### config.mk
export PLATFORM = sky130hd
export DESIGN_NAME = sleep_clk_ctrl
export DESIGN_NICKNAME = d
export VERILOG_FILES = /design/src/rtl/slp_pkg.sv /design/src/rtl/slp_status_latch.sv /design/src/rtl/slp_wake_qual.sv /design/src/rtl/slp_fsm.sv /design/src/rtl/sleep_clk_ctrl.sv
export SDC_FILE = /design/constraint.sdc
export NUM_CORES = 1
export LEC_CHECK = 0
export ABC_CLOCK_PERIOD_IN_PS = 1000
export BUFFER_PORTS_ARGS = -buffer_cell sky130_fd_sc_hd__buf_4
export CAP_MARGIN = 10
export CELL_PAD_IN_SITES_DETAIL_PLACEMENT = 0
export CELL_PAD_IN_SITES_GLOBAL_PLACEMENT = 1
export CORE_AREA = 2 2 39 41
export DETAILED_ROUTE_END_ITERATION = 10
export DIE_AREA = 0 0 41 43
export GPL_ROUTABILITY_DRIVEN = 0
export GPL_TIMING_DRIVEN = 0
export PLACE_DENSITY = 0.5
export SLEW_MARGIN = 20
export SYNTH_ARGS = -nofsm -noshare
export SYNTH_HDL_FRONTEND = slang
export SYNTH_SLANG_ARGS = --single-unit
### constraint.sdc
create_clock -name clk -period 1 [get_ports clk]
set_input_delay 0.2 -clock clk [delete_from_list [all_inputs] [get_ports clk]]
set_output_delay 0.2 -clock clk [all_outputs]
set_load 0.02 [all_outputs]
### src/rtl/slp_pkg.sv
package slp_pkg;
    typedef enum logic [1:0] {
        ST_RUN   = 2'd0,
        ST_SLEEP = 2'd1,
        ST_WAKE  = 2'd2
    } slp_state_t;

    typedef struct packed {
        logic ext_en;
        logic crit_en;
        logic timer;
    } slp_snap_t;
endpackage

### src/rtl/slp_status_latch.sv
module slp_status_latch
    import slp_pkg::*;
(
    input  logic       clk,
    input  logic       rst,
    input  slp_state_t state,
    input  logic       ext_en,
    input  logic       crit_en,
    input  logic       timer,
    output slp_snap_t  snap
);
    always_ff @(posedge clk) begin
        if (rst) begin
            snap <= '0;
        end else if (state == ST_RUN) begin
            snap.ext_en  <= ext_en;
            snap.crit_en <= crit_en;
            snap.timer   <= timer;
        end
    end

    // snapshot is frozen outside ST_RUN
    assert_snap_frozen_R4: assert property (@(posedge clk) disable iff (rst)
        (state != ST_RUN) |=> $stable(snap));
endmodule

### src/rtl/slp_wake_qual.sv
module slp_wake_qual
    import slp_pkg::*;
(
    input  slp_snap_t snap,
    input  logic      wdog_req,
    input  logic      ext_irq,
    input  logic      crit_irq,
    output logic      wake
);
    logic ext_hit;
    logic crit_hit;

    always_comb begin
        ext_hit  = snap.ext_en & ext_irq;
        crit_hit = snap.crit_en & crit_irq;
        wake     = snap.timer | wdog_req | ext_hit | crit_hit;
    end
endmodule

### src/rtl/slp_fsm.sv
module slp_fsm
    import slp_pkg::*;
(
    input  logic       clk,
    input  logic       rst,
    input  logic       sleep_req,
    input  logic       wake,
    output slp_state_t state,
    output logic       clk_en,
    output logic       asleep
);
    slp_state_t state_d;
    logic       req_prev;
    logic       req_rise;

    assign req_rise = sleep_req & ~req_prev;

    always_comb begin
        state_d = state;
        unique case (state)
            ST_RUN:   if (req_rise)   state_d = ST_SLEEP;
            ST_SLEEP: if (wake)       state_d = ST_WAKE;
            ST_WAKE:  if (!sleep_req) state_d = ST_RUN;
            default:                  state_d = ST_RUN;
        endcase
    end

    always_ff @(posedge clk) begin
        if (rst) begin
            state    <= ST_RUN;
            req_prev <= 1'b0;
        end else begin
            state    <= state_d;
            req_prev <= sleep_req;
        end
    end

    always_comb begin
        clk_en = 1'b1;
        asleep = 1'b0;
        unique case (state)
            ST_RUN:   clk_en = 1'b1;
            ST_SLEEP: begin
                clk_en = 1'b0;
                asleep = 1'b1;
            end
            ST_WAKE:  clk_en = 1'b1;
            default:  clk_en = 1'b1;
        endcase
    end

    // any qualified wake event leaves sleep on the next edge
    assert_wake_exit_R3: assert property (@(posedge clk) disable iff (rst)
        (state == ST_SLEEP && wake) |=> (state == ST_WAKE));

    // without a qualified event the clock stays gated
    assert_no_spurious_wake_R6: assert property (@(posedge clk) disable iff (rst)
        (state == ST_SLEEP && !wake) |=> (state == ST_SLEEP));

    // wake holds while the request stays high
    assert_hold_wake_R8: assert property (@(posedge clk) disable iff (rst)
        (state == ST_WAKE && sleep_req) |=> (state == ST_WAKE));

    // no direct return from wake into sleep
    assert_no_resleep_R8: assert property (@(posedge clk) disable iff (rst)
        (state == ST_WAKE) |=> (state != ST_SLEEP));
endmodule

### src/rtl/sleep_clk_ctrl.sv
module sleep_clk_ctrl
    import slp_pkg::*;
(
    input  logic clk,
    input  logic rst,
    input  logic core_sleep_req,
    input  logic core_ext_en,
    input  logic core_crit_en,
    input  logic core_timer_irq,
    input  logic core_wdog_rst_req,
    input  logic sys_ext_irq,
    input  logic sys_crit_irq,
    output logic core_clk_en,
    output logic core_asleep
);
    slp_state_t state;
    slp_snap_t  snap;
    logic       wake;

    slp_status_latch u_latch (
        .clk     (clk),
        .rst     (rst),
        .state   (state),
        .ext_en  (core_ext_en),
        .crit_en (core_crit_en),
        .timer   (core_timer_irq),
        .snap    (snap)
    );

    slp_wake_qual u_qual (
        .snap     (snap),
        .wdog_req (core_wdog_rst_req),
        .ext_irq  (sys_ext_irq),
        .crit_irq (sys_crit_irq),
        .wake     (wake)
    );

    slp_fsm u_fsm (
        .clk       (clk),
        .rst       (rst),
        .sleep_req (core_sleep_req),
        .wake      (wake),
        .state     (state),
        .clk_en    (core_clk_en),
        .asleep    (core_asleep)
    );

    // a watchdog reset request always ends sleep
    assert_wdog_wake_R5: assert property (@(posedge clk) disable iff (rst)
        (core_asleep && core_wdog_rst_req) |=> core_clk_en);

    // sleep begins only on a rising request
    assert_enter_on_rise_R2: assert property (@(posedge clk) disable iff (rst)
        $rose(core_asleep) |-> $past(core_sleep_req));
endmodule

# [Yosys cells after proc, flatten, opt, wreduce, memory -nomap -nowiden]
# Cells that the tools add are included.
[totals] regBits=6 in_bits=9
[op_classes] n_eq_ne=5 n_mux=6 bitwise_logic=7 n_reduce_logical=2
[ops] operator="$mux W2" count=3
[ops] operator="$pmux W2 S3" count=1
[ops] operator="$ne A2 B1 Y1 const B" count=2
[ops] operator="$and A1 B1 Y1" count=3
[ops] operator="$or A1 B1 Y1" count=3
[ops] operator="$reduce_and A3 Y1" count=1
[ops] operator="$eq A2 B1 Y1 const B" count=1
[ops] operator="$eq A2 B2 Y1 const B" count=1
[ops] operator="$logic_not A2 Y1" count=1
[ops] operator="$mux W1" count=2
[ops] operator="$ne A2 B2 Y1 const B" count=1
[ops] operator="$not A1 Y1" count=1

# [Longest topological paths before layout]
# Gate-level depths: netlist (run 1).
[logic_depth] word_depth=5 ltp_mapped=3 ltp_nobuf=3

# [Hierarchy]
# From an unflattened synthesis (run 1), not the netlist that was laid out.
[hier_totals] cells_unflattened=27 area_unflattened_um2=257.7
[by_module_without_submodules] module="slp_fsm" instances=1 cells_per_inst=12 area_each_um2=126.4 seq_area_each_um2=60.1
[by_module_without_submodules] module="slp_status_latch" instances=1 cells_per_inst=12 area_each_um2=116.4 seq_area_each_um2=60.1
[by_module_without_submodules] module="slp_wake_qual" instances=1 cells_per_inst=3 area_each_um2=15.0 seq_area_each_um2=0.0

# [Worst setup path before layout (run 1)]
# OpenSTA, ideal clock, no wires.
[synth_path] path_type="register to output" from="register u_fsm.state[1]" to="output port core_asleep" t_arrival_ns=0.739 required_ns=0.800 path_slack_ns=0.061 path_stages_with_launch=3 path_buffers=0 cell_sequence="dfxtp_1 nand2b_2 inv_1"
[synth_via] elab_chain_len=2
[synth_lines] item="start: declaration" line_no="slp_fsm.sv:8" text="output slp_state_t state,"
[synth_lines] item="start signal: assignment" line_no="slp_fsm.sv:33" text="state <= state_d;"
[synth_lines] item="$eq A2 B1 Y1" line_no="slp_fsm.sv:41" text="unique case (state)"
[synth_lines] item="$mux W1" line_no="slp_fsm.sv:41"
[synth_lines] item="end: declaration" line_no="sleep_clk_ctrl.sv:14" text="output logic core_asleep"
# No other way between the ends.

# [Worst setup path in the final report (run 1)]
[layout_path] from="register u_fsm.state[1]" to="output port core_clk_en"
[layout_via] elab_chain_len=2
[layout_lines] item="$eq A2 B1 Y1" line_no="slp_fsm.sv:41"
[layout_lines] item="$mux W1" line_no="slp_fsm.sv:41"
[layout_lines] item="end: declaration" line_no="sleep_clk_ctrl.sv:13" text="output logic core_clk_en,"
# No other way between the ends.

==> results of run 1 <==
worst register-to-register path: cells and delay by family, from the launching register on:
kind / cells / cell delay, ns
flip-flops: 1 / 0.33
AND/OR/NAND/NOR: 1 / 0.18
AO/OA/AOI/OAI: 1 / 0.16
buffers and inverters: 1 / 0.15
cell type report:
type                    instances  area share, %
clock buffers                   3           5.71
multi-input cells              20           32.1
well taps                      16           5.08
repair buffers                 12           23.8
flip-flops and latches          6           32.4
inverters                       1          0.952
sequential cells by signal, indices dropped and copies added, names as in the netlist:
signal and count:
u_latch.snap 3, u_fsm.state 2, u_fsm.req_prev 1
worst paths after layout:
check	slack, ns	end	depth (start not counted)	startpoint
setup reg to reg	0.08	u_fsm.state[1]	3	u_fsm.state[1]
hold reg to reg	0.48	u_latch.snap[1]	2	u_latch.snap[1]
setup / recovery	-0.06	core_clk_en	2	u_fsm.state[1]
hold / removal	0.16	u_fsm.state[0]	2	rst
stage by stage:
| step | instances | utilization, % |
|---|---|---|
| 5_1_grt | 58 | 28.5 |
| 2_1_floorplan | 27 | - |
| 3_5_place_dp | 53 | 24.4 |
| 6_report | 58 | 28.5 |
| 3_3_place_gp | 53 | 24.4 |
| 4_1_cts | 57 | 27.8 |
cell usage in the layout (no fill, tap or decap):
| master | n |
|---|---|
| sky130_fd_sc_hd__nand2_1 | 4 |
| sky130_fd_sc_hd__nor2b_1 | 1 |
| sky130_fd_sc_hd__inv_2 | 1 |
| sky130_fd_sc_hd__nor2_2 | 1 |
| sky130_fd_sc_hd__o21ai_0 | 3 |
| sky130_fd_sc_hd__dfxtp_4 | 2 |
| sky130_fd_sc_hd__dfxtp_1 | 4 |
| sky130_fd_sc_hd__o21ba_1 | 1 |
| sky130_fd_sc_hd__nor3b_1 | 1 |
| sky130_fd_sc_hd__a211oi_2 | 1 |
| sky130_fd_sc_hd__nand2b_4 | 1 |
| sky130_fd_sc_hd__and3b_1 | 1 |
| sky130_fd_sc_hd__buf_4 | 11 |
| sky130_fd_sc_hd__clkbuf_4 | 3 |
| sky130_fd_sc_hd__a21oi_1 | 4 |
| sky130_fd_sc_hd__a31oi_1 | 1 |
| sky130_fd_sc_hd__nor3_1 | 1 |
| sky130_fd_sc_hd__buf_6 | 1 |
routing by layer:
layer / part of all wire, % / global-route usage (%)
met1: 42 / 9.65
met5: 0 / 0
met2: 49 / 10.6
met3: 9.0 / 5.24
met4: 0 / 8.00
power by group through the flow:
| stage | sequential, mW | combinational, mW | clock, mW |
|---|---|---|---|
| finish | 0.271 | 0.103 | 0.220 |
| global route | 0.273 | 0.115 | 0.249 |
| CTS | 0.271 | 0.0992 | 0.234 |
| detailed placement | 0.278 | 0.0875 | 0 |
| global placement | 0.278 | 0.0872 | 0 |
| floorplan | 0.273 | 0.0454 | 0 |
timing repair:
action / in CTS / in global routing
resized for setup: 7 / 1
pin swaps: 0 / 0
hold buffers: 0 / 0
setup endpoints to repair: 2 / 3
buffers inserted: 1 / 1
logic make-up after synthesis:
| group | Yosys count |
|---|---|
| AOI/OAI and AO/OA | 10 |
| buffers and inverters | 1 |
| DFF | 6 |
| and+or+nand+nor | 10 |
==> results by stage, run 1 <==
Floorplanning:
- The overall die height is between 40 and 50 um.
- The count of boundary I/O pins is 11.
- In this run the core area contains 14 standard-cell rows.
- The die span in x is around 41 um.
- The die covers around 1800 sq um.
- The initial standard-cell utilization of the core is around 18%.
- The total area inside the core boundary comes to around 1400 sq um.

Worst hold path:
- The class of the tightest hold or removal check is primary input to flop.

Clocking:
- The master cell of the clock root buffer is sky130_fd_sc_hd__clkbuf_4.
- In this run the number of H-tree levels came out at 1.
- The CTS buffer count is 3.
- The clock latency reported for the late side of the worst-skew pair is approximately 0.24 ns.
- The clock net in this run drives a total of 6 sinks.
- Clock-pin slew was measured on the worst setup and hold paths at ~0.040 ns.
- TritonCTS built the clock tree.
- The clock passes through at most 2 buffers.

GRT:
- The initial antenna violation count came to 0.
- The global-route wire length before repair is between 900 and 1000 um.
- The via count of the first global-routing pass is between 200 and 250.
- Entering global routing, the biggest net connects 9 pins.
- Across every metal layer, demand over resource in global routing totals 8.63%.
- For this run the aggregate overflow at the end of global routing stands at 0.

Cells and area:
- The repair_antennas step left the layout with diodes totalling 0.
- After routing the design area is about 400 sq um.
- The post-route netlist has 50.0% of its cells at a drive strength greater than 1.
- The area used by multi-input combinational logic is around 130 sq um.
- The area occupied by registers is between 100 and 150 sq um.
- The final layout contains 53 nets.
- The area added between synthesis and finish is 62.4%.
- Counting the fill cells in the layout gives 162.

Pwr:
- The maximum ir drop on the vdd rail is 487 uV.
- The static leakage power is 0.181 nW.
- Dividing total power by cell area gives a power density of 1510 nW/um^2.
- Overall power consumption after layout is estimated at a little under 0.6 mW.
- In this run the power spent charging and discharging nets is between 0.1 and 0.15 mW.
- The share of power burned in combinational logic is 17.4%.
- Internal power comes to roughly 0.45 mW.
- The relative contribution of the clock network to total power is 37.1%.
- The fraction of power spent switching nets is a little under a quarter.
- Registers are responsible for about 46% of the overall power.

Synthesis:
- The number of nets handed over by synthesis was 36.
- The per-instance average area after synthesis is roughly 9.0 sq um.
- For this run, the leading register cell type out of synthesis is sky130_fd_sc_hd__dfxtp_1.
- Summed over its instances, the top area cell type makes up ~49% of the synthesized netlist area.
- The gate count after technology mapping is 27.
- The mux share of post-synthesis cell area is 0%.
- The top cell type by total area after synthesis is sky130_fd_sc_hd__dfxtp_1.
- The share of the Yosys chip area taken by registers is around 49%.
- The most common cell in the synthesized netlist is sky130_fd_sc_hd__dfxtp_1.
- The simple-gate portion of the synthesized area is 22.7%.
- Counting instances in the post-synthesis netlist gives the leading cell types as 6 x sky130_fd_sc_hd__dfxtp_1, 4 x sky130_fd_sc_hd__a21oi_1, 4 x sky130_fd_sc_hd__nand2_1, 3 x sky130_fd_sc_hd__o21ai_0.
- The adder-cell share of the synthesized area is 0%.
- The synthesized design contains 0 enable-type register cells.
- Sorting the synthesized cells by area gives the leading types as sky130_fd_sc_hd__dfxtp_1 49%, sky130_fd_sc_hd__a21oi_1 8.2%, sky130_fd_sc_hd__o21ai_0 6.2%.
- The XOR/XNOR share of the synthesized area is 0%.
- The dominant combinational cell family by area after synthesis is compound AO/OA/AOI/OAI gates.
- During synthesis, Yosys emitted a total of 0 warnings.
- The number of unique standard cell types used by synthesis is 14.
- The synthesized netlist devotes roughly a quarter of its cell area to compound gates.
- Counting flops with an async set or reset pin after synthesis yields a share of 0%.
- After synthesis the cells add up to about 240 sq um.
- The number of register bits inferred by synthesis is 6.

STA:
- Hold is met by between 0.15 and 0.2 ns.
- The final worst-path cycle share is 106%.
- The worst clock skew on the final layout is approximately 0.00065 ns.
- Summed over all failing endpoints, the final setup total negative slack is -0.124 ns.
- Setup violations remaining at the end of the flow were counted as 2.
- The number of hold violations in the final report was 0.
- For the finished layout, the period the worst path requires is 1.06 ns.
- The transition time at the pin with the least slew margin is roughly 0.21 ns.
- In this run the tightest slew margin relative to its limit is a little under nine tenths.
- The least setup slack across all paths after layout is -0.0639 ns.
- Setup repair after global routing could not meet its margin everywhere.
- Derived from the worst setup path, the maximum achievable clock frequency is about 940 MHz.
- The final count of pins violating max slew was 0.

Setup path:
- At the worst endpoint, the arrival time is 0.86 ns.
- Data on the critical path is required at its endpoint by ~0.80 ns.
- The critical-path cell with the highest stage delay is sky130_fd_sc_hd__dfxtp_4.
- The signal on the critical path passes through nand2b_4 > buf_4.
- STA classifies the critical path startpoint as a flop.
- Counting both buffers and inverters, the worst setup path holds a total of 1.
- The maximum fanout along the worst path is 3.
- For this run, the slowest stage of the critical path takes 0.33 ns.
- The kind of end point of the critical path is an output port.
- The kind of critical path is flop to output port.
- The dominant delay contributor by cell family on the critical path is flip-flops.

Drt:
- In this run the remaining antenna-violating nets after routing total 0.
- Dividing the detail-routed wire length by the instance count gives 9.40 um.
- In this run, the number of DRC markers left after iteration 0 of detailed routing was 0.
- The total vias in the final route is roughly 240.
- The total wire length is around 550 um.
- The number of iterations in the first detailed-routing pass is 1.
- The number of DRC violations after detailed routing is 0.
- In the routed layout, each cell is associated on average with a via count of 4.09.

Run status:
- The flow ran to the end, but the final reports show violations.
- The final reports fail on setup timing.

Job:
- The number of max-capacitance violations reported is 0.

Placed design:
- The placed instances occupy a cell area of roughly 340 sq um.
- The count of buffers inserted at the top-level ports is 10.
- The worst slack at placement is between 0.03 and 0.04 ns.
(Power assumes the default switching activity.)
==> run 2, diff against run 1 <==
Settings changed: PLACE_DENSITY 0.5 to 0.52, SYNTH_HIERARCHICAL set to 1.
==> results by stage, run 2 <==
Drt:
- The routed wire length per instance is roughly 11 um.
- The via count normalized by instance count is around 4.3.
- The total wire length is 647 um.
- Once detail routing completed, the nets flagged for antenna violations numbered 0.
- The detailed router finished its first iteration with 3 violations.
- The number of DRC violations after detailed routing is 0.
- The number of iterations in the first detailed-routing pass is 2.
- The total vias in the final route is around 260.

Synthesis:
- By count the netlist is led by 6 x sky130_fd_sc_hd__dfxtp_1, 4 x sky130_fd_sc_hd__a21oi_1, 4 x sky130_fd_sc_hd__or3b_1, 3 x sky130_fd_sc_hd__o21ai_0.
- Ranked by total cell area, the synthesized netlist is headed by sky130_fd_sc_hd__dfxtp_1 47%, sky130_fd_sc_hd__or3b_1 14%, sky130_fd_sc_hd__a21oi_1 7.8%.
- The part of the Yosys area used for sequential elements is between 40% and 50%.
- After Yosys synthesis, XOR and XNOR cells account for 0% of the synthesized area.
- After synthesis, the largest family of logic cells by area is simple AND/OR/NAND/NOR gates.
- Summing the areas of all compound-gate instances in the mapped netlist gives about a fifth of the synthesized area.
- In this run, distinct cell masters in the synthesized netlist total 11.
- The most common cell in the synthesized netlist is sky130_fd_sc_hd__dfxtp_1.
- The per-instance average area after synthesis is approximately 9.5 sq um.
- The mux share of post-synthesis cell area is 0%.
- The portion of synthesized cell area occupied by the leading cell type is a little under half.
- The top cell type by total area after synthesis is sky130_fd_sc_hd__dfxtp_1.
- The gate count after technology mapping is 27.
- For this run, the number of Yosys warnings is 6.
- After synthesis the cells add up to about 260 sq um.
- For this run, the leading register cell type out of synthesis is sky130_fd_sc_hd__dfxtp_1.
- After Yosys synthesis, full adders, half adders and majority gates account for 0% of the synthesized area.
- The number of synthesized flops with an enable pin is 0.
- Counting flops with an async set or reset pin after synthesis yields a share of 0%.
- When the netlist entered floorplanning its net count stood at 36.
- The number of register bits inferred by synthesis is 6.
- The synthesized netlist devotes a little under a third of its cell area to simple gates.

Cells and area:
- The number of flip-flops under the largest register name is 3.
- The area occupied by registers is between 100 and 150 sq um.
- The library cell used most frequently in the layout, excluding fill and tap cells, is sky130_fd_sc_hd__buf_4.
- The finished layout holds 60 standard cells, fillers aside.
- The number of antenna cells inserted is 0.
- u_latch/snap holds more flip-flops than any other register.
- The area added between synthesis and finish is 69.4%.
- The final instance area is 437 sq um.
- The ratio of cells with drive above 1 in the final layout is 59.1%.
- In the final layout, the multi-input gates occupy 149 sq um.
- The final layout contains between 50 and 60 nets.
- In the final layout, the registers with the most flip-flops are u_latch/snap x3, u_fsm/state x2, u_fsm/req_prev x1.
- The filler cells instantiated in the layout total 157.

Floorplanning:
- The area enclosed by the die boundary is roughly 1800 sq um.
- The initialized floorplan defines 14 standard-cell rows.
- The total area inside the core boundary comes to roughly 1400 sq um.
- The die span in x is between 40 and 50 um.
- The initial standard-cell utilization of the core is a little under a fifth.
- The overall die height is 43 um.
- The count of boundary I/O pins is 11.

STA:
- The highest attainable clock frequency is roughly 820 MHz.
- The number of hold violations in the final report came to 0.
- Setup repair after global routing could not meet its margin everywhere.
- In the finished design, the share of the clock period the worst path needs comes to 121%.
- The final count of pins violating max slew came to 0.
- Setup violations remaining at the end of the flow were counted as 6.
- At the pin with the least slew margin, the transition time is roughly 0.23 ns.
- The worst clock skew on the final layout is ~0.0011 ns.
- In this run the tightest slew margin relative to its limit is 84.3%.
- Once routing completed, OpenROAD measured the worst setup slack at -0.215 ns.
- The time the worst path needs with I/O delays and setup is between 1 and 1.5 ns.

Setup path:
- The kind of end point of the critical path is an output port.
- The worst setup path is launched from a flop.
- The worst setup path is of the flop to output port kind.
- The data arrival time at the worst-slack endpoint is between 1 and 1.5 ns.
- The maximum fanout along the worst path is 4.
- The required time at the worst-slack endpoint is roughly 0.8 ns.

Clocking:
- The clock reaches the later pin of the worst-skew pair after 0.24 ns.
- The root buffer cell chosen for the clock tree is sky130_fd_sc_hd__clkbuf_4.
- Clock-pin slew was measured on the worst setup and hold paths at 0.05 ns.
- The buffer levels on the longest clock path is 2.
- The clock tree from TritonCTS is yes.
- In this run the number of H-tree levels came out at 1.
- CTS saw 6 sinks.
- The number of clock buffers added by TritonCTS is 3.

Pwr:
- Power spread over the standard cell area amounts to 1420 nW/um^2.
- The maximum ir drop on the vdd rail is ~400 uV.
- The analysis attributes to cell leakage a power of around 0.19 nW.

GRT:
- The via count of the first global-routing pass came to ~240.
- The remaining global-route overflow is 0.
- The initial antenna violation count was 0.
- The combined global-route utilization of all metal layers is around 10%.
- The global-route wire length before repair is between 1000 and 1500 um.
- Entering global routing, the biggest net connects 10 pins.

Run status:
- The final reports fail on setup timing.
- The run finished, with violations left.

Placed design:
- The count of buffers inserted at the top-level ports is 10.
- In this run, placement finished with an instance count of 53.
- The placed instances occupy a cell area of about 360 sq um.

Job:
- Max-cap violations in this run came to 0.

Worst hold path:
- The min-delay analysis places its worst path in the category primary input to flop.
run 2: stage by stage:
step	power, mW	util, %	setup WS (ns)	hold WS, ns	TNS (ns)
3_5_place_dp	0.370	25.9	-0.153	0.415	-0.236
5_1_grt	0.659	31.6	-0.246	0.164	-0.909
3_3_place_gp	0.368	25.9	-0.140	0.406	-0.210
6_report	0.618	31.6	-0.215	0.160	-0.638
4_1_cts	0.612	29.7	-0.227	0.152	-0.712
2_1_floorplan	0.324	-	-0.00869	0.257	-0.00869
run 2: cell type report:
cell class / instances / area share, %
well taps: 16 / 4.58
repair buffers: 14 / 25.8
clock buffers: 3 / 5.16
inverters: 1 / 0.860
multi-input cells: 20 / 34.1
flip-flops and latches: 6 / 29.5
run 2: worst max-delay path, cell delays in order (launching register included):
cell                      delay [ns]
sky130_fd_sc_hd__dfxtp_4        0.35
sky130_fd_sc_hd__or2b_4         0.26
sky130_fd_sc_hd__buf_4          0.16
run 2: final timing paths:
kind	cells past startpoint	slack, ns	startpoint	end
worst max-delay path	2	-0.21	u_fsm/state[0]	core_clk_en
worst min-delay path	2	0.16	rst	u_latch/snap[1]
worst max register to register	3	-0.15	u_fsm/state[0]	u_fsm/state[0]
worst min register to register	2	0.47	u_latch/snap[2]	u_latch/snap[2]
run 2: per-layer routing:
layer | share of wire, % | wire length [um] | GRT usage, % | vias to the layer above
met5 | 0 | 0 | 0 | -
met4 | 1.2 | 8 | 10.0 | 0
met3 | 8.0 | 52 | 4.71 | 2
met2 | 46 | 298 | 11.6 | 9
met1 | 45 | 288 | 13.5 | 116
li1 | - | - | - | 132
run 2: report_power, final:
group / total [mW] / switching (mW) / internal (mW)
logic: 0.125 / 0.0491 / 0.0757
registers: 0.267 / 0.0107 / 0.257
clock network: 0.226 / 0.0902 / 0.136
total: 0.618 / 0.150 / 0.468
run 2: kinds of logic after synthesis:
family	count (synthesis)
AOI/OAI and AO/OA	9
buffers and inverters	1
DFF	6
and+or+nand+nor	11
run 2: repair_timing:
action / CTS / global route
buffers inserted: 2 / 2
gates resized for setup: 5 / 4
hold buffers: 0 / 0
pin swaps: 2 / 5
setup endpoints to repair: 3 / 6
==> run 3, diff against run 2 <==
Settings changed: GPL_ROUTABILITY_DRIVEN 0 to unset, PLACE_DENSITY 0.52 to 0.51.
==> results by stage, run 3 (same netlist as run 2, synthesis figures left out) <==
Pwr:
- The static leakage power is between 0.15 and 0.2 nW.
- Cell internal power was estimated by the tool at roughly 0.47 mW.
- The worst-case IR drop observed on VDD is about 450 uV.
- The total power divided by cell area is 1440 nW/um^2.
- The share of power burned in combinational logic is between 20% and 30%.
- The fraction of power spent switching nets is 23.6%.
- The relative contribution of the clock network to total power is 36.3%.
- The portion of total power attributed to sequential cells is between 40 and 50%.
- The analysis attributes to net switching a power of 0.144 mW.

Cells and area:
- Compared with the post-synthesis result, the final layout area differs by 64.1%.
- Cells fill a little under a third of the core in the end.
- The number of antenna cells inserted is 0.
- Of the cells placed in the final design, the portion with a size suffix greater than 1 is a little under three fifths.
- The largest registers in the layout are u_latch/snap x3, u_fsm/state x2, u_fsm/req_prev x1.
- The layout net count is between 50 and 60.
- For this run, the number of standard cells in the final layout without fillers is between 50 and 60.
- The register containing the most flip-flops in the final layout is u_latch/snap.
- The number of flip-flops under the largest register name is 3.
- The library cell used most frequently in the layout, excluding fill and tap cells, is sky130_fd_sc_hd__buf_4.
- The final instance area is approximately 420 sq um.
- Leaving out fill and tap cells, the most frequent cells in the layout are 10 x sky130_fd_sc_hd__buf_4, 4 x sky130_fd_sc_hd__dfxtp_1, 3 x sky130_fd_sc_hd__clkbuf_4, 3 x sky130_fd_sc_hd__a21oi_1, 3 x sky130_fd_sc_hd__o21ai_0.

Job:
- The number of max-capacitance violations reported is 0.

Placed design:
- At the placement stage, the worst setup path has a slack of -0.155 ns.
- The count of buffers inserted at the top-level ports is 10.
- The placed cell area is roughly 360 sq um.
- The total placed cells including tap cells is 53.
- At the end of routability-driven placement, the weighted congestion stood at approximately 0.7.

GRT:
- The remaining global-route overflow is 0.
- Entering global routing, the biggest net connects 11 pins.
- The via count of the first global-routing pass is approximately 240.
- The combined global-route utilization of all metal layers is 8.67%.
- The initial antenna violation count was 0.
- The first global-routing pass estimated approximately 980 um of wire.

Setup path:
- The critical path goes through or2b_4 > buf_4.
- Setup slack on the worst reg-to-reg path comes out at -0.14 ns.
- The worst setup path is launched from a flop.
- On the worst path, the slowest cell contributes a delay of between 0.3 and 0.4 ns.
- For the worst setup path, the data required time is about 0.8 ns.
- The start point of the critical path is u_fsm/state[0].
- The worst setup path is captured at an output port.
- The buffer and inverter count on the worst path is 1.
- The cell family contributing the most delay on the critical path is flip-flops.
- The largest individual stage delay along the critical path comes from the cell sky130_fd_sc_hd__dfxtp_4.
- The maximum fanout along the worst path is 2.
- At the worst endpoint, the arrival time is roughly 0.99 ns.
- The worst setup path is of the flop to output port kind.
- The start of the worst register-to-register path is u_fsm/state[0].

Floorplanning:
- Measured along the y axis, the die boundary spans ~43 um.
- Once the floorplan was initialized, standard cells occupied 18.6% of the core.
- From left edge to right edge, the die measures 41 um.
- The area enclosed by the die boundary is 1760 sq um.
- After floorplanning, the core was divided into 14 placement rows.
- The count of boundary I/O pins is 11.
- In this run the standard cell core region covers roughly 1400 sq um.

Drt:
- The total vias in the final route is ~260.
- The detailed router put a total of about 280 um of wire on met1.
- The number of DRC violations after detailed routing is 0.
- Once detail routing completed, the nets flagged for antenna violations numbered 0.
- After detailed routing, the average wire length per cell comes to 10.6 um.
- The detailed router used layers up to and including met3.
- For this run, the detailed router's first-pass iteration total came to 2.
- The total wire length is approximately 600 um.
- The starting DRC count in detailed routing is 1.
- After detailed routing, the met2 layer carries 301 um of wire.
- Wire segments on met3 add up to 36 um in the final route.
- The via count normalized by instance count is between 4 and 5.

Clocking:
- Buffers inserted during clock tree synthesis total 3.
- The clock net in this run drives a total of 6 sinks.
- The master cell of the clock root buffer is sky130_fd_sc_hd__clkbuf_4.
- The number of H-tree branching levels is 1.
- The clock latency reported for the late side of the worst-skew pair is 0.24 ns.
- The clock passes through at most 2 buffers.
- TritonCTS built the clock tree.
- Clock-pin slew was measured on the worst setup and hold paths at ~0.04 ns.
- Buffers inserted to repair hold after CTS numbered 0.

STA:
- Setup repair after global routing could not meet its margin everywhere.
- The worst slack on hold paths is around 0.16 ns.
- After layout, the minimum clock period comes to 1.19 ns.
- The final count of pins violating max slew is 0.
- Between clock sinks in the finished design, the worst skew comes to 0.00290 ns.
- The transition time at the pin with the least slew margin is a little under 0.2 ns.
- Setup violations remaining at the end of the flow were counted as 6.
- The number of hold violations in the final report is 0.
- The final worst-path cycle share is 119%.
- Derived from the worst setup path, the maximum achievable clock frequency is 841 MHz.
- After layout, the worst setup slack is -0.189 ns.
- Measured against its own limit, the worst slew margin works out to around 87%.

Worst hold path:
- The tightest min-delay check is of the primary input to flop type.
- The worst hold path begins at rst.

Run status:
- The checks that failed: setup timing.
- The run finished, with violations left.
==> run 3: cell count changes in the layout (fill, tap and decap cells not counted) <==
cell and delta:
sky130_fd_sc_hd__dfxtp_2 -1, sky130_fd_sc_hd__or3b_1 -1, sky130_fd_sc_hd__or3b_4 +1, sky130_fd_sc_hd__buf_4 -2, sky130_fd_sc_hd__dfxtp_1 +1
==> run 3: what timing repair did <==
item / CTS / global route
hold endpoints to repair: 0 / 0
setup endpoints to repair: 3 / 6
resized for setup: 5 / 5
setup buffers: 2 / 1
pin swaps: 1 / 3
cloned: 0 / 0
==> run 3: stage by stage <==
step | TNS, ns | total power [mW]
detailed placement | -0.248 | 0.371
finish | -0.630 | 0.609
global placement | -0.198 | 0.367
CTS | -0.618 | 0.607
floorplan | -0.00869 | 0.324
global route | -0.815 | 0.639
==> run 3: final timing paths <==
| check | endpoint | cells past startpoint |
|---|---|---|
| worst max-delay path | core_clk_en | 2 |
| worst max register to register | u_fsm/state[0] | 3 |
| worst min register to register | u_latch/snap[2] | 2 |
| worst min-delay path | u_fsm/state[0] | 2 |
==> run 3: final cells by class <==
cell class / count / area [sq um]
Fill cell: 157 / 961
Timing Repair Buffer: 12 / 97.6
Sequential cell: 6 / 128
Inverter: 1 / 3.75
Tap cell: 16 / 20.0
Multi-Input combinational cell: 20 / 151
Clock buffer: 3 / 22.5
==> run 3: power groups by stage <==
stage,sequential [mW],clock (mW),combinational (mW)
after detailed placement,0.280,0,0.0911
after floorplan,0.274,0,0.0499
final,0.265,0.221,0.123
after global routing,0.267,0.238,0.135
after CTS,0.264,0.230,0.113
after global placement,0.278,0,0.0889
==> run 3: metal layers <==
metal / up-vias / GRT usage, %
met5: - / 0
met4: 0 / 6.00
met3: 0 / 3.14
met2: 6 / 10.9
met1: 120 / 11.7
li1: 131 / -
